==> src/rtl/irq_prio_pkg.sv <==
// Shared constants and helpers for the interrupt controller.
// Assumes source index order equals priority order (0 = highest).
package irq_prio_pkg;

    localparam int SRC_N  = 5;
    localparam int MASK_N = 3;

    typedef enum int unsigned {
        SRC_NMI = 0,
        SRC_V3  = 1,
        SRC_V2  = 2,
        SRC_V1  = 3,
        SRC_GEN = 4
    } src_e;

    // Vector address of a source: 8*slot+4, no fixed vector for the general input.
    function automatic logic [31:0] src_vector(input int idx);
        int slot;
        case (idx)
            SRC_NMI: slot = 4;
            SRC_V3:  slot = 7;
            SRC_V2:  slot = 6;
            SRC_V1:  slot = 5;
            default: slot = -1;
        endcase
        if (slot < 0) return 32'd0;
        return 32'(8 * slot + 4);
    endfunction

endpackage

==> src/rtl/irq_edge_latch.sv <==
// Rising-edge capture of one request line.
// HOLD_LEVEL=0: capture persists until clr. HOLD_LEVEL=1: capture also
// drops when the line falls, and the output needs the line still high.
// Assumes lvl is already synchronous to clk.
module irq_edge_latch #(
    parameter bit HOLD_LEVEL = 1'b0
) (
    input  logic clk,
    input  logic rst_n,
    input  logic lvl,
    input  logic clr,
    output logic cap,
    output logic pend
);

    logic prev_q;
    logic cap_q;
    logic rise;

    assign rise = lvl & ~prev_q;

    // Track the previous line level for edge detection.
    always_ff @(posedge clk) begin
        if (!rst_n) prev_q <= 1'b0;
        else        prev_q <= lvl;
    end

    // Capture register: clear wins over a new edge.
    always_ff @(posedge clk) begin
        if (!rst_n)                     cap_q <= 1'b0;
        else if (clr)                   cap_q <= 1'b0;
        else if (rise)                  cap_q <= 1'b1;
        else if (HOLD_LEVEL && !lvl)    cap_q <= 1'b0;
    end

    assign cap  = cap_q;
    assign pend = HOLD_LEVEL ? (cap_q & lvl) : cap_q;

    // an uncleared edge is captured on the next cycle.
    p_edge_capture_r7: assert property (@(posedge clk) disable iff (!rst_n)
        (lvl && !prev_q && !clr) |=> cap_q);

    // an uncleared capture persists (while the line is held, when required).
    p_capture_hold_r7: assert property (@(posedge clk) disable iff (!rst_n)
        (cap_q && !clr && (lvl || !HOLD_LEVEL)) |=> cap_q);

endmodule

==> src/rtl/irq_mask_reg.sv <==
// Holds mask bits, the global enable flag and the serial output pin.
// Assumes command inputs are single-cycle pulses from the core.
module irq_mask_reg #(
    parameter int MASK_W = 3
) (
    input  logic              clk,
    input  logic              rst_n,
    input  logic              wr,
    input  logic              mse,
    input  logic [MASK_W-1:0] mask_val,
    input  logic              soe,
    input  logic              sdat,
    input  logic              ie_set,
    input  logic              ie_clr,
    input  logic              accept,
    output logic [MASK_W-1:0] mask,
    output logic              ie,
    output logic              ser_out
);

    logic [MASK_W-1:0] mask_q;
    logic              ie_q;
    logic              so_q;

    // Mask load gated by the mask-set-enable bit; reset masks everything.
    always_ff @(posedge clk) begin
        if (!rst_n)          mask_q <= '1;
        else if (wr && mse)  mask_q <= mask_val;
    end

    // Enable flag: acceptance, then disable, then enable.
    always_ff @(posedge clk) begin
        if (!rst_n)       ie_q <= 1'b0;
        else if (accept)  ie_q <= 1'b0;
        else if (ie_clr)  ie_q <= 1'b0;
        else if (ie_set)  ie_q <= 1'b1;
    end

    // Serial output updated only by a write with serial enable.
    always_ff @(posedge clk) begin
        if (!rst_n)          so_q <= 1'b0;
        else if (wr && soe)  so_q <= sdat;
    end

    assign mask    = mask_q;
    assign ie      = ie_q;
    assign ser_out = so_q;

    p_mask_stable_r5: assert property (@(posedge clk) disable iff (!rst_n)
        !(wr && mse) |=> $stable(mask_q));

    p_ser_hold_r8: assert property (@(posedge clk) disable iff (!rst_n)
        !(wr && soe) |=> $stable(so_q));

    p_ie_precedence_r4: assert property (@(posedge clk) disable iff (!rst_n)
        (ie_clr || accept) |=> !ie_q);

endmodule

==> src/rtl/irq_arbiter.sv <==
// Fixed-priority selection among eligible sources plus vector lookup.
// Assumes index 0 is the highest priority; clk/rst_n feed checks only.
module irq_arbiter
    import irq_prio_pkg::*;
#(
    parameter int VEC_W = 16
) (
    input  logic              clk,
    input  logic              rst_n,
    input  logic              nmi_pend,
    input  logic              v3_pend,
    input  logic              v2_lvl,
    input  logic              v1_lvl,
    input  logic              gen_lvl,
    input  logic [MASK_N-1:0] mask,
    input  logic              ie,
    output logic [SRC_N-1:0]  win,
    output logic [VEC_W-1:0]  vec,
    output logic              any
);

    logic [SRC_N-1:0] elig;

    // Eligibility: non-maskable bypasses enable and masks.
    always_comb begin
        elig          = '0;
        elig[SRC_NMI] = nmi_pend;
        elig[SRC_V3]  = ie & ~mask[2] & v3_pend;
        elig[SRC_V2]  = ie & ~mask[1] & v2_lvl;
        elig[SRC_V1]  = ie & ~mask[0] & v1_lvl;
        elig[SRC_GEN] = ie & gen_lvl;
    end

    for (genvar i = 0; i < SRC_N; i++) begin : g_pri
        if (i == 0) begin : g_top
            assign win[i] = elig[i];
        end else begin : g_rest
            assign win[i] = elig[i] & ~|elig[i-1:0];
        end
    end

    // Vector mux over the one-hot winner.
    always_comb begin
        vec = '0;
        for (int i = 0; i < SRC_N; i++) begin
            if (win[i]) vec = vec | src_vector(i)[VEC_W-1:0];
        end
    end

    assign any = |elig;

    p_onehot_grant_r2: assert property (@(posedge clk) disable iff (!rst_n)
        $onehot0(win));

    p_nmi_bypass_r3: assert property (@(posedge clk) disable iff (!rst_n)
        nmi_pend |-> win[SRC_NMI]);

    p_gate_ie_r6: assert property (@(posedge clk) disable iff (!rst_n)
        !ie |-> (win[SRC_GEN:SRC_V3] == '0));

endmodule

==> src/rtl/irq_prio_ctrl.sv <==
// Top of the prioritized maskable interrupt controller.
// Assumes all request lines and commands are synchronous to clk.
module irq_prio_ctrl
    import irq_prio_pkg::*;
#(
    parameter int VEC_W = 16
) (
    input  logic              clk,
    input  logic              rst_n,
    input  logic              req_nmi,
    input  logic              req_v3,
    input  logic              req_v2,
    input  logic              req_v1,
    input  logic              req_gen,
    input  logic              cmd_ie_set,
    input  logic              cmd_ie_clr,
    input  logic              cmd_wr,
    input  logic [7:0]        cmd_wdata,
    input  logic              ser_in,
    input  logic              take,
    output logic              irq,
    output logic [SRC_N-1:0]  win_src,
    output logic [VEC_W-1:0]  win_vec,
    output logic [7:0]        status,
    output logic              ser_out
);

    logic [MASK_N-1:0] mask;
    logic              ie;
    logic              any;
    logic              accept;
    logic              nmi_cap, nmi_pend, v3_cap, v3_pend;
    logic              nmi_clr, v3_clr;
    logic              unused_wbit;

    assign unused_wbit = cmd_wdata[5];
    assign accept      = take & any;
    assign nmi_clr     = accept & win_src[SRC_NMI];
    assign v3_clr      = (cmd_wr & cmd_wdata[4]) | (accept & win_src[SRC_V3]);

    irq_edge_latch #(.HOLD_LEVEL(1'b1)) u_nmi (
        .clk(clk), .rst_n(rst_n), .lvl(req_nmi), .clr(nmi_clr),
        .cap(nmi_cap), .pend(nmi_pend)
    );

    irq_edge_latch #(.HOLD_LEVEL(1'b0)) u_v3 (
        .clk(clk), .rst_n(rst_n), .lvl(req_v3), .clr(v3_clr),
        .cap(v3_cap), .pend(v3_pend)
    );

    irq_mask_reg #(.MASK_W(MASK_N)) u_regs (
        .clk(clk), .rst_n(rst_n), .wr(cmd_wr), .mse(cmd_wdata[3]),
        .mask_val(cmd_wdata[MASK_N-1:0]), .soe(cmd_wdata[6]), .sdat(cmd_wdata[7]),
        .ie_set(cmd_ie_set), .ie_clr(cmd_ie_clr), .accept(accept),
        .mask(mask), .ie(ie), .ser_out(ser_out)
    );

    irq_arbiter #(.VEC_W(VEC_W)) u_arb (
        .clk(clk), .rst_n(rst_n), .nmi_pend(nmi_pend), .v3_pend(v3_pend),
        .v2_lvl(req_v2), .v1_lvl(req_v1), .gen_lvl(req_gen),
        .mask(mask), .ie(ie), .win(win_src), .vec(win_vec), .any(any)
    );

    assign irq    = any;
    assign status = {ser_in, v3_cap, req_v2, req_v1, ie, mask};

    p_accept_clears_ie_r10: assert property (@(posedge clk) disable iff (!rst_n)
        (take && irq) |=> !status[3]);

    p_nmi_accept_empties_r10: assert property (@(posedge clk) disable iff (!rst_n)
        (take && win_src[SRC_NMI]) |=> !nmi_cap);

    p_v3_clear_r7: assert property (@(posedge clk) disable iff (!rst_n)
        (cmd_wr && cmd_wdata[4]) |=> !status[6]);

endmodule

==> config.mk <==
export PLATFORM = sky130hd
export DESIGN_NAME = irq_prio_ctrl
export DESIGN_NICKNAME = d
export VERILOG_FILES = /design/src/rtl/irq_prio_pkg.sv /design/src/rtl/irq_edge_latch.sv /design/src/rtl/irq_mask_reg.sv /design/src/rtl/irq_arbiter.sv /design/src/rtl/irq_prio_ctrl.sv
export SDC_FILE = /design/constraint.sdc
export NUM_CORES = 1
export LEC_CHECK = 0
export ABC_AREA = 1
export BUFFER_PORTS_ARGS = -buffer_cell sky130_fd_sc_hd__buf_2
export CAP_MARGIN = 10
export CORE_MARGIN = 4
export CORE_UTILIZATION = 34
export CTS_CLUSTER_SIZE = 12
export DETAILED_ROUTE_END_ITERATION = 12
export PLACE_DENSITY_LB_ADDON = 0.1
export REMOVE_ABC_BUFFERS = 1
export SLEW_MARGIN = 10
export SYNTH_ARGS = -nofsm -noshare
export SYNTH_HDL_FRONTEND = slang
export SYNTH_HIERARCHICAL = 1
export SYNTH_SLANG_ARGS = --single-unit
export TNS_END_PERCENT = 1
==> constraint.sdc <==
create_clock -name clk -period 1.1 [get_ports clk]
set_input_delay 0.165 -clock clk [delete_from_list [all_inputs] [get_ports clk]]
set_output_delay 0.165 -clock clk [all_outputs]
set_load 0.03 [all_outputs]
# [Yosys cells after proc, flatten, opt, wreduce, memory -nomap -nowiden]
# Cells that the tools add are included.
[classes] muxes=36 reduce_logical=13 magnitude_cmp=5 add_sub_neg=5 bitwise=29 n_eq_ne=1
[op_table] operator="2-to-1 mux 16 bit" count=19
[op_table] operator="< comparator 32 x 1 -> 1 bit (second input constant)" count=5
[op_table] operator="2-to-1 mux 32 bit" count=5
[op_table] operator="adder 16 x 4 -> 16 bit (second input constant)" count=5
[op_table] operator="bitwise OR 16 bit" count=4
[op_table] operator="bitwise AND 1 bit" count=18
[op_table] operator="2-to-1 mux 1 bit" count=12
[op_table] operator="NOT 1 bit" count=6
[op_table] operator="OR reduction 2 bit" count=3
[op_table] operator="OR reduction 3 bit" count=2
[op_table] operator="OR reduction 5 bit" count=1
[op_table] operator="zero test 1 bit" count=4
[op_table] operator="OR reduction 4 bit" count=1
[op_table] operator="logical AND 1 bit" count=2
[op_table] operator="!= test 2 x 1 -> 1 bit (second input constant)" count=1
[op_table] operator="bitwise OR 1 bit" count=1
[totals] inputBits=20 elab_cells=96 output_inout_bits=31 ff_bits=9

# [Depth between registers and ports, before layout]
[depth] depth_word=18 mapped_depth=10 depth_no_buf=10

# [Hierarchy]
# The synthesis kept the hierarchy.
[by_module_without_submodules] module="irq_arbiter" n_inst=1 cells_per_inst=38 seq_area_each_um2=0.0 area_per_inst_um2=212.7
[by_module_without_submodules] module="irq_mask_reg" n_inst=1 cells_per_inst=25 seq_area_each_um2=100.1 area_per_inst_um2=186.4
[by_module_without_submodules] module="irq_edge_latch at u_v3" n_inst=1 cells_per_inst=11 seq_area_each_um2=40.0 area_per_inst_um2=82.6
[by_module_without_submodules] module="irq_edge_latch at u_nmi" n_inst=1 cells_per_inst=11 seq_area_each_um2=40.0 area_per_inst_um2=76.3
[by_module_without_submodules] module="irq_prio_ctrl" n_inst=1 cells_per_inst=12 seq_area_each_um2=0.0 area_per_inst_um2=67.6

# [Least setup slack after synthesis]
# OpenSTA, ideal clock, no wires.
[synth_path] path_type="register to register" from="register u_regs.mask_q[0] (netlist: u_regs/mask[0])" to="register u_regs.ie_q (netlist: u_regs/ie)" arrival_ns=1.472 required_time_ns=1.036 setup_ns=0.064 slack_ns=-0.436 n_path_buf=0 period_less_slack_ns=1.536 stages_incl_launch_ff=8 path_cell_list="dfxtp_1 > nor2_1 > nor2_1 > nand3_1 > nand2_1 > inv_1 > nand3b_1 > nor2_1"
[synth_via] elab_chain_cells=6
[synth_lines] element="start, declared" line="irq_mask_reg.sv:21" source="logic [MASK_W-1:0] mask_q;"
[synth_lines] element="start signal, assigned" line="irq_mask_reg.sv:28" source="else if (wr && mse) mask_q <= mask_val;"
[synth_lines] element="NOT 1 bit" line="irq_arbiter.sv:30" source="elig[SRC_V1] = ie & ~mask[0] & v1_lvl;"
[synth_lines] element="bitwise AND 1 bit (2 in a row)" line="irq_arbiter.sv:30"
[synth_lines] element="OR reduction 5 bit" line="irq_arbiter.sv:50" source="assign any = |elig;"
[synth_lines] element="via irq" line="irq_prio_ctrl.sv:21" source="output logic irq,"
[synth_lines] element="bitwise AND 1 bit" line="irq_prio_ctrl.sv:37" source="assign accept = take & any;"
[synth_lines] element="via accept" line="irq_prio_ctrl.sv:31" source="logic accept;"
[synth_lines] element="OR reduction 3 bit (no line)"
[synth_lines] element="end signal, assigned" line="irq_mask_reg.sv:34" source="else if (accept) ie_q <= 1'b0;"
[synth_lines] element="end signal, assigned" line="irq_mask_reg.sv:35" source="else if (ie_clr) ie_q <= 1'b0;"
[synth_lines] element="end signal, assigned" line="irq_mask_reg.sv:36" source="else if (ie_set) ie_q <= 1'b1;"
[synth_lines] element="end, declared" line="irq_mask_reg.sv:22" source="logic ie_q;"
# The timed path passes the listed nets, and every way through them passes these cells.
# A chain may end at the register's enable or synchronous reset.

# [Worst setup path in the final report]
[layout_path] from="register u_regs.ie_q (netlist: u_regs/ie)" to="output win_src[4]"
[layout_via] elab_chain_cells=5 elab_cells_between_ends=10 cone_classes="8 x bitwise; 2 x reduce/logical"
[layout_lines] element="start signal, assigned" line="irq_mask_reg.sv:33" source="if (!rst_n) ie_q <= 1'b0;"
[layout_lines] element="start signal, assigned" line="irq_mask_reg.sv:34"
[layout_lines] element="start signal, assigned" line="irq_mask_reg.sv:35"
[layout_lines] element="bitwise AND 1 bit (on tied branches) (2 in a row)" line="irq_arbiter.sv:28, irq_arbiter.sv:29, irq_arbiter.sv:30"
[layout_lines] element="OR reduction 4 bit" line="irq_arbiter.sv:38" source="assign win[i] = elig[i] & ~|elig[i-1:0];"
[layout_lines] element="zero test 1 bit" line="irq_arbiter.sv:38"
[layout_lines] element="bitwise AND 1 bit (*)" line="irq_arbiter.sv:38"
[layout_lines] element="end, declared" line="irq_prio_ctrl.sv:22" source="output logic [SRC_N-1:0] win_src,"
# Mark *: on every way between the ends. The rest lies on a longest branch, timed or not.

==> flow_metrics.tcl <==
set metrics [dict create \
    status "finished with violations" \
    violations "negative setup slack" \
    place_congestion 0.7274 \
    holdCritPathClass "primary input to register" \
    placed_cells 156 \
    htree_levels 1 \
    final_util_pct 53.99 \
    fin_area_um2 932.1 \
    grt_max_degree 9 \
    die-area_um2 2590 \
    regToRegEndpoint "u_regs/ie$_SDFFE_PP0P_" \
    swShare_pct 34.76 \
    fin_cells 160 \
    clk_path_buf_depth 2 \
    clkPwrFrac_pct 27.0 \
    crit_path_end_kind "output pin" \
    syn_inst 97 \
    drc_errors 0 \
    cp-start-kind "register" \
    grt.total_usage_pct 10.21 \
    ios 51 \
    p_leak_uw 0.0005538 \
    fin_crit_ps 1366 \
    reg2reg_depth 8 \
    tns_ps -2209 \
    setup_ws_ps -266.5 \
    areaGrowthSynthToFinish_pct 49.00 \
    clk_pin_slew_ps 60 \
    finalSetupViolCount 13 \
    timing.rr.start "u_regs/ie$_SDFFE_PP0P_" \
    antenna_found_initial 0 \
    hold_end "u_v3/prev_q$_SDFF_PN0_" \
    intPower_uw 589.6 \
    nets 156 \
    drt_iter0_drc 5 \
    cts.sinks 9 \
    combPwrFrac_pct 32.7 \
    grt_pass1_vias 506 \
    numCtsBuffers 3 \
    nFillCells 186 \
    firstDrtPassIters 3 \
    holdPathStages 3 \
    io_buffers 35 \
    min_from "req_v3" \
    clockRootBuffer "clkbuf_4" \
    seq_power_share_pct 40.4 \
    reg2reg_setup_slack_ps -50 \
    grt-ovfl-total 0 \
    clkLatencyLatePin_ps 250 \
    powerDensity_nw_per_um2 969.4 \
    cp-startpoint "u_regs/ie$_SDFFE_PP0P_" \
    critPathKind "register to output pin" \
    ys_seq_area_share_pct 28.80 \
    detail-route-antenna-nets 0 \
    drive_gt1_share_pct 50.37 \
    dpl_cell_area_um2 783.3 \
    core_um2 1727 \
    start_util_pct 36.23 \
    cts_tree "yes" \
    avgViaCountPerCell 3.831 \
    cp.arrival_ps 1200 \
    ys_types 11 \
    clock_skew_ps 1.867 \
    synth_seq_cells 9 \
    ir_worst_vdd_v 0.0006121 \
    crit_fanout 5 \
    vias 613 \
    drt_wl_total_um 1358 \
    die_h_um 50.90 \
    grt_pass1_wl_um 2007 \
    dieWidth_um 50.90 \
    rows 15 \
    rsz0062_at_grt "true" \
    max_cap_violations 0 \
    hold_viol 0 \
    finalCritPeriodShare_pct 124.2 \
    antenna_cells 0 \
    post_cts_buffers 0 \
    power_switching_uw 314.1 \
    syn_avg_cell_area_um2 6.449 \
    drv_slew 0 \
    syn-cell-area_um2 625.6 \
    hpwlAfterDp_um 1133 \
    wire_per_inst_um 8.488 \
    fmax_mhz 731.8 \
    yosys_warnings 6 \
    critPathRequiredTime_ps 940 \
]
==> power groups by stage <==
stage	clock network, µW	registers (µW)	logic [µW]
after floorplan	0	395	132
after global placement	0	366	269
after detailed placement	0	366	270
after CTS	258	360	283
after global routing	277	368	319
final	244	365	295
==> cell usage after synthesis (all sizes together) <==
master,n,area share (%)
nand2,25,15
inv,16,9.6
conb,1,0.60
buf,20,24
dfxtp,9,29
nor2,13,10
a21oi,2,2.2
nand3b,2,2.4
nand3,9,7.2
==> state kept, by name, summed over array words and instances (netlist names) <==
| signal | cells |
|---|---|
| u_regs/mask | 3 |
| u_nmi/cap | 1 |
| u_nmi/prev_q | 1 |
| u_regs/ie | 1 |
| u_regs/ser_out | 1 |
| u_v3/cap | 1 |
| u_v3/prev_q | 1 |
==> worst max-delay path by stage <==
stage                                   to  slack (ps)  depth (start not counted)
floorplan                       win_src[4]        -600                          4
global placement    u_nmi/cap$_SDFFE_PP0P_         -90                          9
detailed placement  u_nmi/cap$_SDFFE_PP0P_        -100                          9
CTS                                    irq        -280                          5
global route                    win_vec[3]        -350                          5
finish                          win_src[4]        -270                          6
==> cell type report <==
type,count,area (µm²),share of cell area (%)
well taps,25,31.28,3.356
clock buffers,4,26.28,2.819
flip-flops and latches,9,191.4,20.54
inverters,16,60.06,6.443
repair buffers,43,294.0,31.54
multi-input cells,63,329.1,35.30
==> cell families (layout without fill, tap and decap cells) <==
family | Yosys count | in the layout | synth area share, %
simple gates | 49 | 49 | 34.80
flops | 9 | 9 | 28.80
compound gates | 2 | 2 | 2.199
buf+inv | 36 | 63 | 33.60
other cells | 1 | 12 | 0.5994
==> stage by stage <==
step	total power (µW)	setup WS, ps	hold slack, ps
after floorplan	527.4	-602.3	249.6
after global placement	635.3	-87.60	330.2
after detailed placement	636.5	-103.6	330.2
after CTS	901.0	-278.0	93.29
after global routing	964.1	-345.5	117.4
final	903.6	-266.5	103.5
==> per-layer routing <==
metal	share of wire [%]	track usage (%)
met3	7.9	2.041
met2	51	16.74
met5	0	0
met1	40	12.54
met4	0.44	5.381
==> cell usage in the layout (no fill, tap or decap), drive strengths merged <==
cell,count
inv,16
clkbuf,5
nand2,25
nand3,9
a21oi,2
conb,12
buf,42
nand3b,2
nor2,13
dfxtp,9
==> worst max-delay path, cell delays in order, from the launching register on <==
cell     delay (ps)
dfxtp_4         370
nand2_4          60
nor2_4           40
nor2_4          140
nand2_2          80
nor2_2          120
buf_6           130
==> repair_timing <==
action                                  CTS  global route
hold buffers                              0             0
endpoints found under the setup margin   14            15
resized for setup                        21            23
pin swaps                                 2             6
endpoints found under the hold margin     0             0
(Power assumes the default switching activity.)
